$ cat src/rtl/cit_pkg.sv
package cit_pkg;
  localparam int CIT_ADDR_W = 16;
  localparam int CIT_DATA_W = 8;
  localparam int CIT_CNT_W  = 16;
  localparam int CIT_NIB_W  = 4;

  // control-word bit carrying the arm request
  localparam int CIT_ARM_BIT = 0;

  typedef struct packed {
    logic load;   // copy start value into counter
    logic ctrl;   // arm / width write
  } cit_ctl_t;
endpackage

$ cat src/rtl/cit_decode.sv
module cit_decode #(
  parameter int ADDR_W = 16,
  parameter int NIBS = 4,
  parameter logic [ADDR_W-1:0] RLD_BASE = 16'hE000,
  parameter logic [ADDR_W-1:0] CTL_BASE = 16'hF000,
  parameter logic [ADDR_W-1:0] DEC_MASK = 16'hF003
) (
  input  logic [ADDR_W-1:0] addr,
  input  logic              wr,
  output logic [NIBS-1:0]   nib_we,
  output cit_pkg::cit_ctl_t ctl
);
  logic [ADDR_W-1:0] a_m;
  assign a_m = addr & DEC_MASK;

  for (genvar k = 0; k < NIBS; k++) begin : g_nib
    assign nib_we[k] = wr && (a_m == (RLD_BASE | ADDR_W'(k)));
  end

  assign ctl.load = wr && (a_m == CTL_BASE);
  assign ctl.ctrl = wr && (a_m == (CTL_BASE | ADDR_W'(1)));
endmodule

$ cat src/rtl/cit_reload.sv
module cit_reload #(
  parameter int CNT_W = 16,
  parameter int NIB_W = 4,
  localparam int NIBS = CNT_W / NIB_W
) (
  input  logic             clk,
  input  logic             rst,
  input  logic [NIBS-1:0]  nib_we,
  input  logic [NIB_W-1:0] nib_data,
  output logic [CNT_W-1:0] reload_q
);
  for (genvar k = 0; k < NIBS; k++) begin : g_nib
    always_ff @(posedge clk) begin
      if (rst)
        reload_q[k*NIB_W +: NIB_W] <= '0;
      else if (nib_we[k])
        reload_q[k*NIB_W +: NIB_W] <= nib_data;
    end
  end
endmodule

$ cat src/rtl/cit_counter.sv
module cit_counter #(
  parameter int CNT_W = 16,
  parameter int NIB_W = 4,
  localparam int NIBS = CNT_W / NIB_W,
  localparam int SEL_W = (NIBS > 1) ? $clog2(NIBS) : 1
) (
  input  logic             clk,
  input  logic             rst,
  input  logic             load,
  input  logic             ctrl,
  input  logic [NIBS-1:0]  ctl_data,
  input  logic             tick,
  input  logic [CNT_W-1:0] reload,
  output logic             fire
);
  logic [CNT_W-1:0] cnt_q, cnt_dec, mask;
  logic             en_q, masked_nz, step;
  logic [SEL_W-1:0] wid_q, wid_d;

  // highest set width bit wins; a higher bit means a narrower field
  always_comb begin
    wid_d = SEL_W'(NIBS - 1);
    for (int j = 1; j < NIBS; j++)
      if (ctl_data[j]) wid_d = SEL_W'(NIBS - 1 - j);
  end

  for (genvar k = 0; k < NIBS; k++) begin : g_mask
    assign mask[k*NIB_W +: NIB_W] = {NIB_W{(SEL_W'(k) <= wid_q)}};
  end

  assign masked_nz = |(cnt_q & mask);
  assign cnt_dec   = cnt_q - CNT_W'(1);
  assign step      = tick && en_q && !load && !ctrl && masked_nz;
  assign fire      = step && ~|(cnt_dec & mask);

  always_ff @(posedge clk) begin
    if (rst) begin
      cnt_q <= '0;
      en_q  <= 1'b0;
      wid_q <= SEL_W'(NIBS - 1);
    end else begin
      if (load)      cnt_q <= reload;
      else if (step) cnt_q <= cnt_dec;
      if (ctrl) begin
        en_q  <= ctl_data[cit_pkg::CIT_ARM_BIT];
        wid_q <= wid_d;
      end else if (fire) begin
        en_q <= 1'b0;
      end
    end
  end

  // an expiry disarms the timer
  a_r7_fire_disarms: assert property (@(posedge clk) disable iff (rst)
    fire |=> !en_q);
  // a load write beats a same-cycle pulse
  a_r10_load_wins: assert property (@(posedge clk) disable iff (rst)
    (load && tick) |=> (cnt_q == $past(reload)));
  // no pulse, no load -> counter holds
  a_r6_idle_holds: assert property (@(posedge clk) disable iff (rst)
    (!tick && !load) |=> $stable(cnt_q));
  // watched bits at zero -> counter holds and no expiry
  a_r8_zero_holds: assert property (@(posedge clk) disable iff (rst)
    (!masked_nz && !load) |=> $stable(cnt_q));
  a_r8_zero_no_fire: assert property (@(posedge clk) disable iff (rst)
    !masked_nz |-> !fire);
endmodule

$ cat src/rtl/cit_irq_flag.sv
module cit_irq_flag (
  input  logic clk,
  input  logic rst,
  input  logic set,
  input  logic clr,
  output logic irq_q
);
  always_ff @(posedge clk) begin
    if (rst)      irq_q <= 1'b0;
    else if (clr) irq_q <= 1'b0;
    else if (set) irq_q <= 1'b1;
  end

  // request holds until acknowledged
  a_r9_irq_holds: assert property (@(posedge clk) disable iff (rst)
    (irq_q && !clr) |=> irq_q);
  // acknowledge drops the request
  a_r4_ack_clears: assert property (@(posedge clk) disable iff (rst)
    clr |=> !irq_q);
endmodule

$ cat src/rtl/cyc_irq_timer.sv
module cyc_irq_timer #(
  parameter int ADDR_W = cit_pkg::CIT_ADDR_W,
  parameter int DATA_W = cit_pkg::CIT_DATA_W,
  parameter int CNT_W  = cit_pkg::CIT_CNT_W,
  parameter int NIB_W  = cit_pkg::CIT_NIB_W,
  parameter logic [ADDR_W-1:0] RLD_BASE = 16'hE000,
  parameter logic [ADDR_W-1:0] CTL_BASE = 16'hF000,
  parameter logic [ADDR_W-1:0] DEC_MASK = 16'hF003
) (
  input  logic              clk,
  input  logic              rst,
  input  logic [ADDR_W-1:0] cpu_addr,
  input  logic [DATA_W-1:0] cpu_data,
  input  logic              cpu_wr,
  input  logic              cpu_tick,
  output logic              irq_o
);
  localparam int NIBS = CNT_W / NIB_W;

  logic [NIBS-1:0]   nib_we;
  cit_pkg::cit_ctl_t ctl;
  logic [CNT_W-1:0]  reload_q;
  logic              fire;
  logic              unused_data;

  assign unused_data = ^cpu_data[DATA_W-1:NIB_W];

  cit_decode #(.ADDR_W(ADDR_W), .NIBS(NIBS), .RLD_BASE(RLD_BASE),
               .CTL_BASE(CTL_BASE), .DEC_MASK(DEC_MASK)) u_dec (
    .addr(cpu_addr), .wr(cpu_wr), .nib_we(nib_we), .ctl(ctl));

  cit_reload #(.CNT_W(CNT_W), .NIB_W(NIB_W)) u_rld (
    .clk(clk), .rst(rst), .nib_we(nib_we),
    .nib_data(cpu_data[NIB_W-1:0]), .reload_q(reload_q));

  cit_counter #(.CNT_W(CNT_W), .NIB_W(NIB_W)) u_cnt (
    .clk(clk), .rst(rst), .load(ctl.load), .ctrl(ctl.ctrl),
    .ctl_data(cpu_data[NIBS-1:0]), .tick(cpu_tick), .reload(reload_q),
    .fire(fire));

  cit_irq_flag u_irq (
    .clk(clk), .rst(rst), .set(fire), .clr(ctl.load || ctl.ctrl),
    .irq_q(irq_o));
endmodule

$ cat config.mk
export PLATFORM = sky130hd
export DESIGN_NAME = cyc_irq_timer
export DESIGN_NICKNAME = d
export VERILOG_FILES = /design/src/rtl/cit_pkg.sv /design/src/rtl/cit_decode.sv /design/src/rtl/cit_reload.sv /design/src/rtl/cit_counter.sv /design/src/rtl/cit_irq_flag.sv /design/src/rtl/cyc_irq_timer.sv
export SDC_FILE = /design/constraint.sdc
export NUM_CORES = 1
export LEC_CHECK = 0
export ABC_AREA = 1
export BUFFER_PORTS_ARGS = -buffer_cell sky130_fd_sc_hd__buf_2
export CORE_ASPECT_RATIO = 1.5
export CORE_MARGIN = 2
export CORE_UTILIZATION = 60
export CTS_BUF_LIST = sky130_fd_sc_hd__clkbuf_4
export DETAILED_ROUTE_END_ITERATION = 10
export HOLD_SLACK_MARGIN = 0.05
export PLACE_DENSITY = 0.79
export SLEW_MARGIN = 20
export SYNTH_ARGS = -nofsm -noshare
export SYNTH_HDL_FRONTEND = slang
export SYNTH_SLANG_ARGS = --single-unit
$ cat constraint.sdc
create_clock -name clk -period 3.9 [get_ports clk]
set_clock_uncertainty 0.2 [all_clocks]
set_input_delay 0.78 -clock clk [delete_from_list [all_inputs] [get_ports clk]]
set_output_delay 0.78 -clock clk [all_outputs]
set_load 0.02 [all_outputs]
# Word-level counts from Yosys, hierarchy flattened
# Index checks and enable logic that the tools add are counted.
# word_totals
regBits	36
wordCells	48
input_bits	28
# classes
eq_ne	6
bitwise_logic	2
n_lt_le_gt_ge	4
n_mux	7
n_addsub	1
n_reduce_logical	20
# ops
operator	n
6-bit == test (second input constant)	6
16-bit AND	2
16-bit 2-to-1 mux	2
16-bit OR reduction	2
16-bit by 1-bit subtractor with 16-bit output (second input constant)	1
1-bit logical AND	11
1-bit by 2-bit <= comparator with 1-bit output (first input constant)	2
2-bit <= comparator (first input constant)	2
2-bit 2-to-1 mux	2
2-bit nonzero test	2
1-bit zero test	3
1-bit 2-to-1 mux	3
2-bit OR reduction	1
1-bit logical OR	1

# Longest topological paths before layout
# Gate-level depths: netlist of the first run.
# depth
ltp_word	9
ltp_mapped	13
depth_no_buf	13

# Modules after synthesis
# Synthesis of the first run repeated with hierarchy kept, for this count alone.
# hier_totals
hier_cells	357
area_unflattened_um2	2198.4
# by_module_without_submodules
module	area_each_um2	instances	seq_area_each_um2	cells_each
cit_counter	1408.9	1	380.4	234
cit_reload	638.1	1	320.3	90
cit_decode	101.3	1	0.0	24
cit_irq_flag	38.8	1	20.0	6
cyc_irq_timer	11.3	1	0.0	3

# Least setup slack after synthesis of the first run
# OpenSTA, ideal clock, no wires.
# synth_path
kind	input to register
start	input port cpu_addr[14]
end	register u_cnt.cnt_q[12]
path_stages	12
setup_time_ns	0.110
slack_ns	1.873
arrival_time_ns	1.717
required_ns	3.590
cell_sequence	nand2_1 nor2_4 nand2_1 nand2_2 nor2_4 nand2_4 inv_4 buf_6 nand2_1 o211ai_2 nand2_1 inv_1
# synth_via
elab_chain_cells	7
elab_cells_between_ends	11
cone_classes	eq/ne (2); mux (1); reduce/logical (8)
# synth_rtl
item	line	source
start: declaration	cyc_irq_timer.sv:12	input logic [ADDR_W-1:0] cpu_addr,
6-bit == test	cit_decode.sv:20	assign ctl.load = wr && (a_m == CTL_BASE);
1-bit logical AND	cit_decode.sv:20	
1-bit zero test	cit_counter.sv:33	assign step = tick && en_q && !load && !ctrl && masked_nz;
1-bit logical AND (3 in series)	cit_counter.sv:33	
2-bit nonzero test (no source line)	n/a	
end signal: assignment	cit_counter.sv:42	if (load) cnt_q <= reload;
end signal: assignment	cit_counter.sv:43	else if (step) cnt_q <= cnt_dec;
end: declaration	cit_counter.sv:16	logic [CNT_W-1:0] cnt_q, cnt_dec, mask;
# Parallel ways exist; a longest one is shown, timed or not.
# A chain may end at the register's enable or synchronous reset.

# Worst setup path in the final report of the first run
# layout_path
start	input port cpu_wr
end	register u_cnt.cnt_q[12]
# layout_via
elab_chain_cells	6
elab_cells_between_ends	9
cone_classes	mux (1); reduce/logical (8)
# layout_rtl
item	line	source
start: declaration	cyc_irq_timer.sv:14	input logic cpu_wr,
1-bit logical AND	cit_decode.sv:20	
1-bit zero test	cit_counter.sv:33	
1-bit logical AND (3 in series)	cit_counter.sv:33	
2-bit nonzero test (no source line)	n/a	
# Parallel ways exist; a longest one is shown, timed or not.

==> reports/results.tsv, run 1 <==
stage	metric	value	unit
yosys	Post-synth EDFFs	0	
placement	Buffers on Ports	14	
die	core area	0.00338	mm2
sta	Hold Vio Cnt, Final	0	
sta	highest clock rate	418	MHz
route	DR WL/cell	13.0	um
clock_network	Root Driver	clkbuf_4	
yosys	Gate Count Post-Synth	305	
power	Pleak	1.07	nW
route	final WL	4680	um
route	Vias/cell	5.40	
clock_network	CTS resizes	0	
finish	Ant. Diodes	0	
finish	post-route insts no fill	361	
worst_setup_path	required time of the critical path	4000	ps
die	die area	0.00399	mm2
sta	post-layout minimum cycle time	2390	ps
yosys	Cell Area, Synth	0.00210	mm2
die	boundary pin count	29	
yosys	Synth async-reset ratio	0	%
clock_network	CTS Sinks	36	
finish	nets@finish	349	
placement	dpl cells	354	
power	Cell Pwr Density	280	mW/mm2
clock_network	htree depth	2	
global_route	initial antenna violation count	0	
route	vias	1948	
placement	DP Wirelength	3560	um
global_route	vias in the first global route	1891	
worst_setup_path	crit start category	input pin	
clock_network	CTS tree	done	
worst_setup_path	critical path peak fanout	12	
sta	final period utilization	61.3	%
yosys	Synthesis Warnings	0	
power	Pwr Total	623	uW
global_route	GRT Total Usage	27.3	%
clock_network	clk_lat worst skew	350	ps
sta	RSZ-0062 raised after global routing	no	
yosys	Mean Syn Cell Area	6.88	um2
yosys	library cells used by synthesis	35	
global_route	largest net degree at the start of global routing	30	
worst_setup_path	critical setup path kind	in2reg	
finish	cell area after layout	0.00222	mm2
die	Die Ht	76.4	um
finish	layout cell share with drive strength beyond 1	15.0	%
clock_network	CTS max path bufs	2	
sta	Least-Margin Pin Slew	709	ps
worst_hold_path	HP Class	reg2reg	
sta	Rel. slew slack	52.7	%
clock_network	Setup Fix Bufs, Post-CTS	0	
global_route	first-pass GRT wire length	8310	um
sta	max-slew violations	0	
worst_setup_path	critical path capture point type	flop	
route	final antenna-violating net count	0	
worst_setup_path	worst path arrival time	2490	ps
global_route	GRT overflow	0	
route	DRC viols	0	
route	initial drt markers	65	
yosys	top_reg_cell synth	dfxtp_1	
clock_network	Clk pin slew, worst setup/hold paths	110	ps
status	status	finished, final reports clean	
clock_network	# hold bufs at CTS	0	
sta	Setup-failing EPs final	0	
sta	post-route setup TNS	0	ps
route	first drt pass iteration count	4	
die	# rows	26	
placement	placed cell area	0.00217	mm2
die	chip width	52.3	um
yosys	syn_nets	335	
run	max cap viols	0	
finish	area delta synth->final	6.09	%
yosys	Synth Register Bits	36	
die	initial core utilization	62.0	%
clock_network	cts bufs inserted	5	
yosys	sequential cell area fraction in the yosys report	34.4	%
placement	GP Congestion	0.931	
power	VDD IR max	0.248	mV
[cell usage after synthesis (3+ instances only)]
| cell type | count | area share, % |
|---|---|---|
| o221ai_1 | 5 | 2.1 |
| a21oi_1 | 24 | 5.7 |
| nand3_1 | 21 | 5.0 |
| clkbuf_1 | 5 | 0.90 |
| o21ai_0 | 25 | 6.0 |
| dfxtp_1 | 36 | 34 |
| inv_1 | 44 | 7.9 |
| nor2_4 | 4 | 2.1 |
| nor2_1 | 27 | 4.8 |
| nand2_1 | 72 | 13 |
| nand4_1 | 3 | 0.90 |
| a31oi_1 | 5 | 1.5 |
| o211ai_2 | 3 | 1.8 |
| inv_2 | 4 | 0.72 |
[logic make-up (layout without fill, tap and decap cells)]
family	count (synthesis)	after routing	synth area share [%]
xor gates and xnor gates	2	2	0.835
AOI/OAI and AO/OA	69	69	20.2
adders and majority gates	2	2	1.19
and+or+nand+nor	140	140	32.3
buffers and inverters	56	70	11.0
DFF	36	36	34.4
[final cells by class]
cell class                      count  area, um2
Inverter                           49        186
Fill cell                         321       1160
Clock inverter                      2       12.5
Sequential cell                    36        721
Clock buffer                        5       37.5
Tap cell                           42       52.6
Timing Repair Buffer               14       70.1
Multi-Input combinational cell    213       1140
[final timing paths]
check,endpoint,slack (ps),start,cells past startpoint
min reg2reg,u_rld.reload_q[1]$_SDFFE_PP0P_,250,u_rld.reload_q[1]$_SDFFE_PP0P_,2
max,u_cnt.cnt_q[12]$_SDFFE_PP0P_,1510,cpu_wr,13
max reg2reg,u_cnt.cnt_q[12]$_SDFFE_PP0P_,1530,u_cnt.cnt_q[0]$_SDFFE_PP0P_,12
min,u_rld.reload_q[1]$_SDFFE_PP0P_,250,u_rld.reload_q[1]$_SDFFE_PP0P_,2
[per-stage QoR]
step                      hold WS [ps]  utilization, %  setup WS (ps)
after detailed placement           238            64.3           1170
after CTS                          255            65.8           1530
final                              251            65.8           1510
after global placement             232            64.3           1190
after floorplan                    221               -           1870
after global routing               268            65.8           1320
[critical path, cell delays in order]
cell and delay [ps]:
buf_2 80, inv_1 60, nor2_4 180, nand2_1 310
nand2_2 190, nor2_4 50, nand2_4 100, inv_4 100
nor2_8 210, inv_2 120, o211ai_2 150, nand2_1 80
inv_1 80
[sequential cells by signal, summed over array words and instances (netlist names)]
| name | flops |
|---|---|
| u_cnt.cnt_q | 16 |
| u_cnt.en_q | 1 |
| u_cnt.wid_q | 2 |
| u_irq.irq_q | 1 |
| u_rld.reload_q | 16 |
[placed cells by master, fill, tap and decap left out]
master,netlist,layout
o21bai_1,1,1
nor4_2,2,2
nand4_1,3,3
o21ai_0,25,25
xnor2_1,1,1
o221ai_1,5,5
nor2_2,2,2
nand3_4,1,1
nor2_4,4,4
or2_4,1,1
ha_1,2,2
xor2_1,1,1
inv_4,1,1
a21oi_2,1,1
inv_2,4,4
a221oi_2,2,2
a31oi_1,5,5
dfxtp_1,36,36
inv_1,44,44
clkinv_2,0,1
nor2_8,1,1
clkbuf_4,0,5
o21ai_1,1,1
nor2_1,27,27
o211ai_2,3,3
nand2_1,72,72
a211oi_1,1,1
a21oi_1,24,24
nand3_2,2,2
nor3_1,1,1
clkinvlp_4,0,1
nand3_1,21,21
o31ai_1,1,1
buf_2,0,14
nand2_4,2,2
nand2_2,1,1
[report_power, final]
group | leakage (nW) | total, mW | switching [mW] | internal, mW
Combinational | 0.754 | 0.0601 | 0.0404 | 0.0197
Sequential | 0.290 | 0.371 | 0.00151 | 0.370
Clock | 0.0271 | 0.192 | 0.127 | 0.0657
[routing by layer]
metal / track usage [%] / part of all wire [%]
met1: 32.8 / 41
met2: 45.7 / 52
met3: 5.29 / 4.0
met4: 11.8 / 2.7
met5: 0 / 0
No activity file was read; power rests on OpenSTA's default activity.
==> inputs of run 2 (changes only) <==
--- a/config.mk
+++ b/config.mk
@@ -5,15 +5,15 @@
 export SDC_FILE = /design/constraint.sdc
 export NUM_CORES = 1
 export LEC_CHECK = 0
-export ABC_AREA = 1
+export ABC_AREA = 0
 export BUFFER_PORTS_ARGS = -buffer_cell sky130_fd_sc_hd__buf_2
 export CORE_ASPECT_RATIO = 1.5
 export CORE_MARGIN = 2
-export CORE_UTILIZATION = 60
+export CORE_UTILIZATION = 59
 export CTS_BUF_LIST = sky130_fd_sc_hd__clkbuf_4
 export DETAILED_ROUTE_END_ITERATION = 10
 export HOLD_SLACK_MARGIN = 0.05
-export PLACE_DENSITY = 0.79
+export PLACE_DENSITY = 0.78
 export SLEW_MARGIN = 20
 export SYNTH_ARGS = -nofsm -noshare
 export SYNTH_HDL_FRONTEND = slang
==> constraint.sdc (replaced) <==
create_clock -name clk -period 2.46 [get_ports clk]
set_clock_uncertainty 0.2 [all_clocks]
set_input_delay 0.492 -clock clk [delete_from_list [all_inputs] [get_ports clk]]
set_output_delay 0.492 -clock clk [all_outputs]
set_load 0.02 [all_outputs]
==> reports/results.tsv, run 2 <==
stage	metric	value	unit
power	VDD IR max	0.463	mV
finish	Ant. Diodes	0	
route	initial drt markers	46	
worst_setup_path	critical setup path kind	reg2reg	
finish	layout cell share with drive strength beyond 1	25.7	%
global_route	grt met1 use	32.5	%
clock_network	Clk pin slew, worst setup/hold paths	110	ps
worst_setup_path	required time of the critical path	2480	ps
sta	Setup-failing EPs final	0	
yosys	sequential cell area fraction in the yosys report	35.7	%
die	core area	0.00335	mm2
global_route	M2 GR Usage	46.3	%
global_route	first-pass GRT wire length	7600	um
worst_setup_path	critical path capture point type	flop	
yosys	top_reg_cell synth	dfxtp_1	
power	Cell Pwr Density	459	mW/mm2
yosys	Synth top cells by count	36 x dfxtp_1, 30 x nor2_1, 17 x mux2i_1	
yosys	Synth async-reset ratio	0	%
sta	Rel. slew slack	59.4	%
power	Pleak	0.871	nW
sta	max-slew violations	0	
die	initial core utilization	60.3	%
clock_network	CTS max path bufs	2	
clock_network	htree depth	2	
route	DRC viols	0	
die	Die Ht	75.7	um
finish	most common cell after layout, fill and taps aside	dfxtp_1	
route	vias	1824	
sta	post-route setup TNS	0	ps
global_route	largest net degree at the start of global routing	37	
finish	cell area after layout	0.00237	mm2
finish	commonest cells after routing, fill and taps aside	34 x dfxtp_1, 30 x nor2_1, 23 x buf_4, 17 x mux2i_1, 15 x nand2_1	
clock_network	CTS tree	done	
global_route	GRT overflow	0	
sta	Least-Margin Pin Slew	610	ps
yosys	syn_nets	265	
sta	final period utilization	97.2	%
global_route	GRT Total Usage	26.2	%
yosys	Post-synth EDFFs	0	
worst_setup_path	critical path peak fanout	3	
global_route	vias in the first global route	1629	
die	boundary pin count	29	
yosys	library cells used by synthesis	50	
sta	highest clock rate	418	MHz
yosys	Synth Register Bits	36	
die	# rows	26	
yosys	Mean Syn Cell Area	8.60	um2
sta	RSZ-0062 raised after global routing	yes	
clock_network	clk_lat worst skew	350	ps
route	final WL	4640	um
finish	area delta synth->final	17.4	%
die	die area	0.00392	mm2
finish	Largest regs	u_cnt.cnt_q x16, u_rld.reload_q x16, u_cnt.wid_q x2	
worst_setup_path	crit start category	flop	
run	max cap viols	0	
yosys	largest area contributor in the netlist	dfxtp_1	
clock_network	CTS Sinks	36	
global_route	GR Util met3	3.53	%
status	status	finished, final reports clean	
yosys	most frequently used cell type in the post-synthesis netlist	dfxtp_1	
yosys	top cells by area, synth	dfxtp_1 36%, mux2i_1 8.4%, nor2_1 5.6%, nor4_2 3.1%, a21oi_1 3.0%	
global_route	initial antenna violation count	0	
die	chip width	51.8	um
sta	Hold Vio Cnt, Final	0	
route	first drt pass iteration count	4	
sta	post-layout minimum cycle time	2390	ps
clock_network	Setup Fix Bufs, Post-CTS	0	
placement	Buffers on Ports	14	
worst_hold_path	HP Class	reg2reg	
clock_network	Root Driver	clkbuf_4	
yosys	Gate Count Post-Synth	235	
yosys	Cell Area, Synth	0.00202	mm2
route	DR WL/cell	15.1	um
yosys	share of the synthesized area in the top cell type	35.7	%
clock_network	cts bufs inserted	5	
yosys	Synthesis Warnings	0	
finish	nets@finish	294	
route	Vias/cell	5.94	
placement	placed cell area	0.00224	mm2
worst_setup_path	worst path arrival time	2410	ps
placement	GP Congestion	0.882	
global_route	GRT busiest layer	met2	
placement	DP Wirelength	3490	um
route	final antenna-violating net count	0	
run 2: power breakdown:
| group | switching [mW] | internal [mW] |
|---|---|---|
| Clock | 0.206 | 0.212 |
| Combinational | 0.0485 | 0.0357 |
| Sequential | 0.00295 | 0.585 |
| Total | 0.257 | 0.833 |
run 2: per-stage QoR:
stage                     instances  utilization, %  setup slack, ps  hold slack (ps)  power [mW]
final                           307            70.8             68.7              273        1.09
after global routing            307            70.8            -8.84              287        1.12
after CTS                       307            69.8             1.56              271        1.09
after detailed placement        299            67.0            -91.0              250       0.683
after global placement          299            67.0            -50.6              245       0.681
after floorplan                 235               -             15.3              246       0.649
run 2: routing by layer:
| metal | vias to the layer above | wire length (um) |
|---|---|---|
| li1 | 922 | - |
| met1 | 860 | 1970 |
| met2 | 36 | 2450 |
| met3 | 6 | 144 |
| met4 | 0 | 76 |
| met5 | - | 0 |
run 2: kinds of logic after synthesis:
kind of cell             share of synthesized area, %
multiplexers                                     8.42
adder cells (fa/ha/maj)                          1.24
XOR/XNOR                                         2.60
buffers and inverters                            5.51
flip-flops                                       35.7
AO/OA/AOI/OAI                                    20.2
AND/OR/NAND/NOR                                  26.4
run 2: timing repair:
action                                  in CTS  in global routing
endpoints found under the setup margin       2                  4
pin swaps                                    1                  3
resized for setup                            2                 10
hold buffers                                 0                  0
run 2: final timing paths:
path | startpoint | end | cells past startpoint | slack (ps)
setup / recovery | u_cnt.cnt_q[0]$_SDFFE_PP0P_ | u_cnt.en_q$_SDFFE_PP0P_ | 7 | 70
hold / removal | u_irq.irq_q$_SDFFE_PP0P_ | u_irq.irq_q$_SDFFE_PP0P_ | 1 | 270
setup reg to reg | u_cnt.cnt_q[0]$_SDFFE_PP0P_ | u_cnt.en_q$_SDFFE_PP0P_ | 7 | 70
hold reg to reg | u_irq.irq_q$_SDFFE_PP0P_ | u_irq.irq_q$_SDFFE_PP0P_ | 1 | 270
run 2: layout make-up:
cell class / instances / area (um2)
Clock buffer: 5 / 37.5
Clock inverter: 3 / 42.5
Fill cell: 271 / 978
Inverter: 3 / 11.3
Multi-Input combinational cell: 178 / 1230
Sequential cell: 36 / 723
Tap cell: 42 / 52.6
Timing Repair Buffer: 40 / 277
run 2: critical path, stage by stage (launching register included):
cell and delay, ps:
dfxtp_2 350, buf_6 110, or4_4 560, nor4b_2 220, o21bai_1 100, a211o_1 310
a2111oi_4 340, nor3_1 80
==> inputs of run 3 (changes only) <==
--- a/config.mk
+++ b/config.mk
@@ -13,7 +13,7 @@
 export CTS_BUF_LIST = sky130_fd_sc_hd__clkbuf_4
 export DETAILED_ROUTE_END_ITERATION = 10
 export HOLD_SLACK_MARGIN = 0.05
-export PLACE_DENSITY = 0.78
+export PLACE_DENSITY = 0.94
 export SLEW_MARGIN = 20
 export SYNTH_ARGS = -nofsm -noshare
 export SYNTH_HDL_FRONTEND = slang
==> reports/results.tsv, run 3 (synthesized netlist as in run 2, its figures left out) <==
stage	metric	value	unit
finish	layout cell share with drive strength beyond 1	27.3	%
placement	Buffers on Ports	14	
route	first drt pass iteration count	6	
finish	area delta synth->final	18.9	%
finish	nets@finish	296	
global_route	GRT busiest layer	met2	
global_route	M2 GR Usage	54.6	%
worst_setup_path	reg2reg end	u_irq.irq_q$_SDFFE_PP0P_	
route	DRC viols	0	
finish	most common cell after layout, fill and taps aside	dfxtp_1	
worst_setup_path	required time of the critical path	2560	ps
worst_hold_path	hold-critical path depth	1	
global_route	GRT overflow	0	
worst_setup_path	CP endpoint	u_irq.irq_q$_SDFFE_PP0P_	
power	Cell Pwr Density	452	mW/mm2
finish	Fill cells	221	
worst_setup_path	worst path arrival time	2580	ps
global_route	vias in the first global route	1896	
power	Pwr Total	1.09	mW
die	initial core utilization	60.3	%
worst_setup_path	critical path capture point type	flop	
clock_network	Clk pin slew, worst setup/hold paths	110	ps
worst_setup_path	critical setup path kind	reg2reg	
clock_network	clk_lat worst skew	350	ps
finish	cell area after layout	0.00240	mm2
clock_network	cts bufs inserted	5	
sta	setup ws final	-21.2	ps
run	max cap viols	0	
route	Vias/cell	6.60	
sta	post-layout minimum cycle time	2480	ps
finish	Ant. Diodes	0	
global_route	GRT Total Usage	30.6	%
global_route	grt met1 use	33.5	%
die	# rows	26	
status	violated checks	negative setup slack	
route	vias	2038	
sta	Hold Vio Cnt, Final	0	
die	Die Ht	75.7	um
die	chip width	51.8	um
clock_network	# hold bufs at CTS	0	
die	boundary pin count	29	
placement	DP Wirelength	3920	um
route	DR WL/cell	18.5	um
worst_setup_path	CP startpoint	u_cnt.cnt_q[1]$_SDFFE_PP0P_	
sta	Least-Margin Pin Slew	648	ps
worst_setup_path	Worst R2R Path Depth	9	
route	final antenna-violating net count	0	
worst_setup_path	reg-to-reg slack, setup	-20	ps
worst_setup_path	critical path peak fanout	3	
sta	Rel. slew slack	56.8	%
global_route	largest net degree at the start of global routing	37	
die	core area	0.00335	mm2
status	status	finished with violations	
clock_network	CTS max path bufs	2	
global_route	initial antenna violation count	0	
route	initial drt markers	127	
global_route	first-pass GRT wire length	8760	um
die	die area	0.00392	mm2
power	VDD IR max	0.504	mV
clock_network	CTS Sinks	36	
sta	final period utilization	101	%
sta	Setup-failing EPs final	1	
clock_network	htree depth	2	
clock_network	CTS tree	done	
placement	placed cell area	0.00225	mm2
finish	commonest cells after routing, fill and taps aside	34 x dfxtp_1, 30 x nor2_1, 28 x buf_4, 17 x mux2i_1, 15 x nand2_1	
worst_setup_path	FF-to-FF Start	u_cnt.cnt_q[1]$_SDFFE_PP0P_	
global_route	GR Util met3	5.10	%
sta	highest clock rate	403	MHz
finish	Largest regs	u_cnt.cnt_q x16, u_rld.reload_q x16, u_cnt.wid_q x2	
worst_setup_path	crit start category	flop	
sta	max-slew violations	0	
worst_hold_path	HP Class	reg2reg	
route	final WL	5710	um
clock_network	Root Driver	clkbuf_4	
placement	GP Congestion	0.888	
sta	RSZ-0062 raised after global routing	yes	
power	Pleak	0.890	nW
[run 3: worst max-delay path: stages, from the launching register on]
cell and delay (ps):
dfxtp_2 370, inv_2 50, ha_4 160, buf_4 140
or3b_2 450, o22ai_1 170, a22oi_1 100, o22a_1 250
a2111oi_4 360, o21a_1 180
[run 3: metal layers]
metal	vias up	part of all wire, %
met4	0	6.4
met1	942	36
met2	119	51
met5	-	0
li1	932	-
met3	45	6.9
[run 3: where the power goes]
group | internal, mW | switching, mW
clock network | 0.207 | 0.200
registers | 0.585 | 0.00284
logic | 0.0365 | 0.0545
[run 3: worst min path at each step]
stage / startpoint / to / slack, ps
after floorplan: u_rld.reload_q[10]$_SDFFE_PP0P_ / u_cnt.cnt_q[10]$_SDFFE_PP0P_ / 250
after global placement: u_irq.irq_q$_SDFFE_PP0P_ / u_irq.irq_q$_SDFFE_PP0P_ / 240
after detailed placement: u_rld.reload_q[10]$_SDFFE_PP0P_ / u_cnt.cnt_q[10]$_SDFFE_PP0P_ / 270
after CTS: cpu_data[1] / u_rld.reload_q[5]$_SDFFE_PP0P_ / 270
after global routing: cpu_data[1] / u_rld.reload_q[5]$_SDFFE_PP0P_ / 300
final: u_irq.irq_q$_SDFFE_PP0P_ / u_irq.irq_q$_SDFFE_PP0P_ / 290
[run 3: layout make-up]
type                            instances  area, um2  area share (%)
Clock inverter                          3       37.5            1.56
Clock buffer                            5       37.5            1.56
Tap cell                               42       52.6            2.19
Timing Repair Buffer                   42        280            11.7
Sequential cell                        36        723            30.1
Inverter                                3       11.3           0.469
Multi-Input combinational cell        178       1260            52.5
[run 3: timing repair]
action                                  4_1_cts  5_1_grt
pin swaps                                     2        4
endpoints found under the setup margin        2        3
resized for setup                             6       11
setup buffers                                 0        1
[run 3: through the flow]
stage          instances  util, %  TNS (ps)  hold slack, ps  setup WS, ps
3_5_place_dp         300     67.2      -240             269          -130
4_1_cts              308     70.2         0             275          10.2
3_3_place_gp         300     67.2     -71.6             245         -48.2
5_1_grt              309     71.7      -173             303         -96.3
6_report             309     71.7     -21.2             292         -21.2
2_1_floorplan        235        -         0             246          15.3
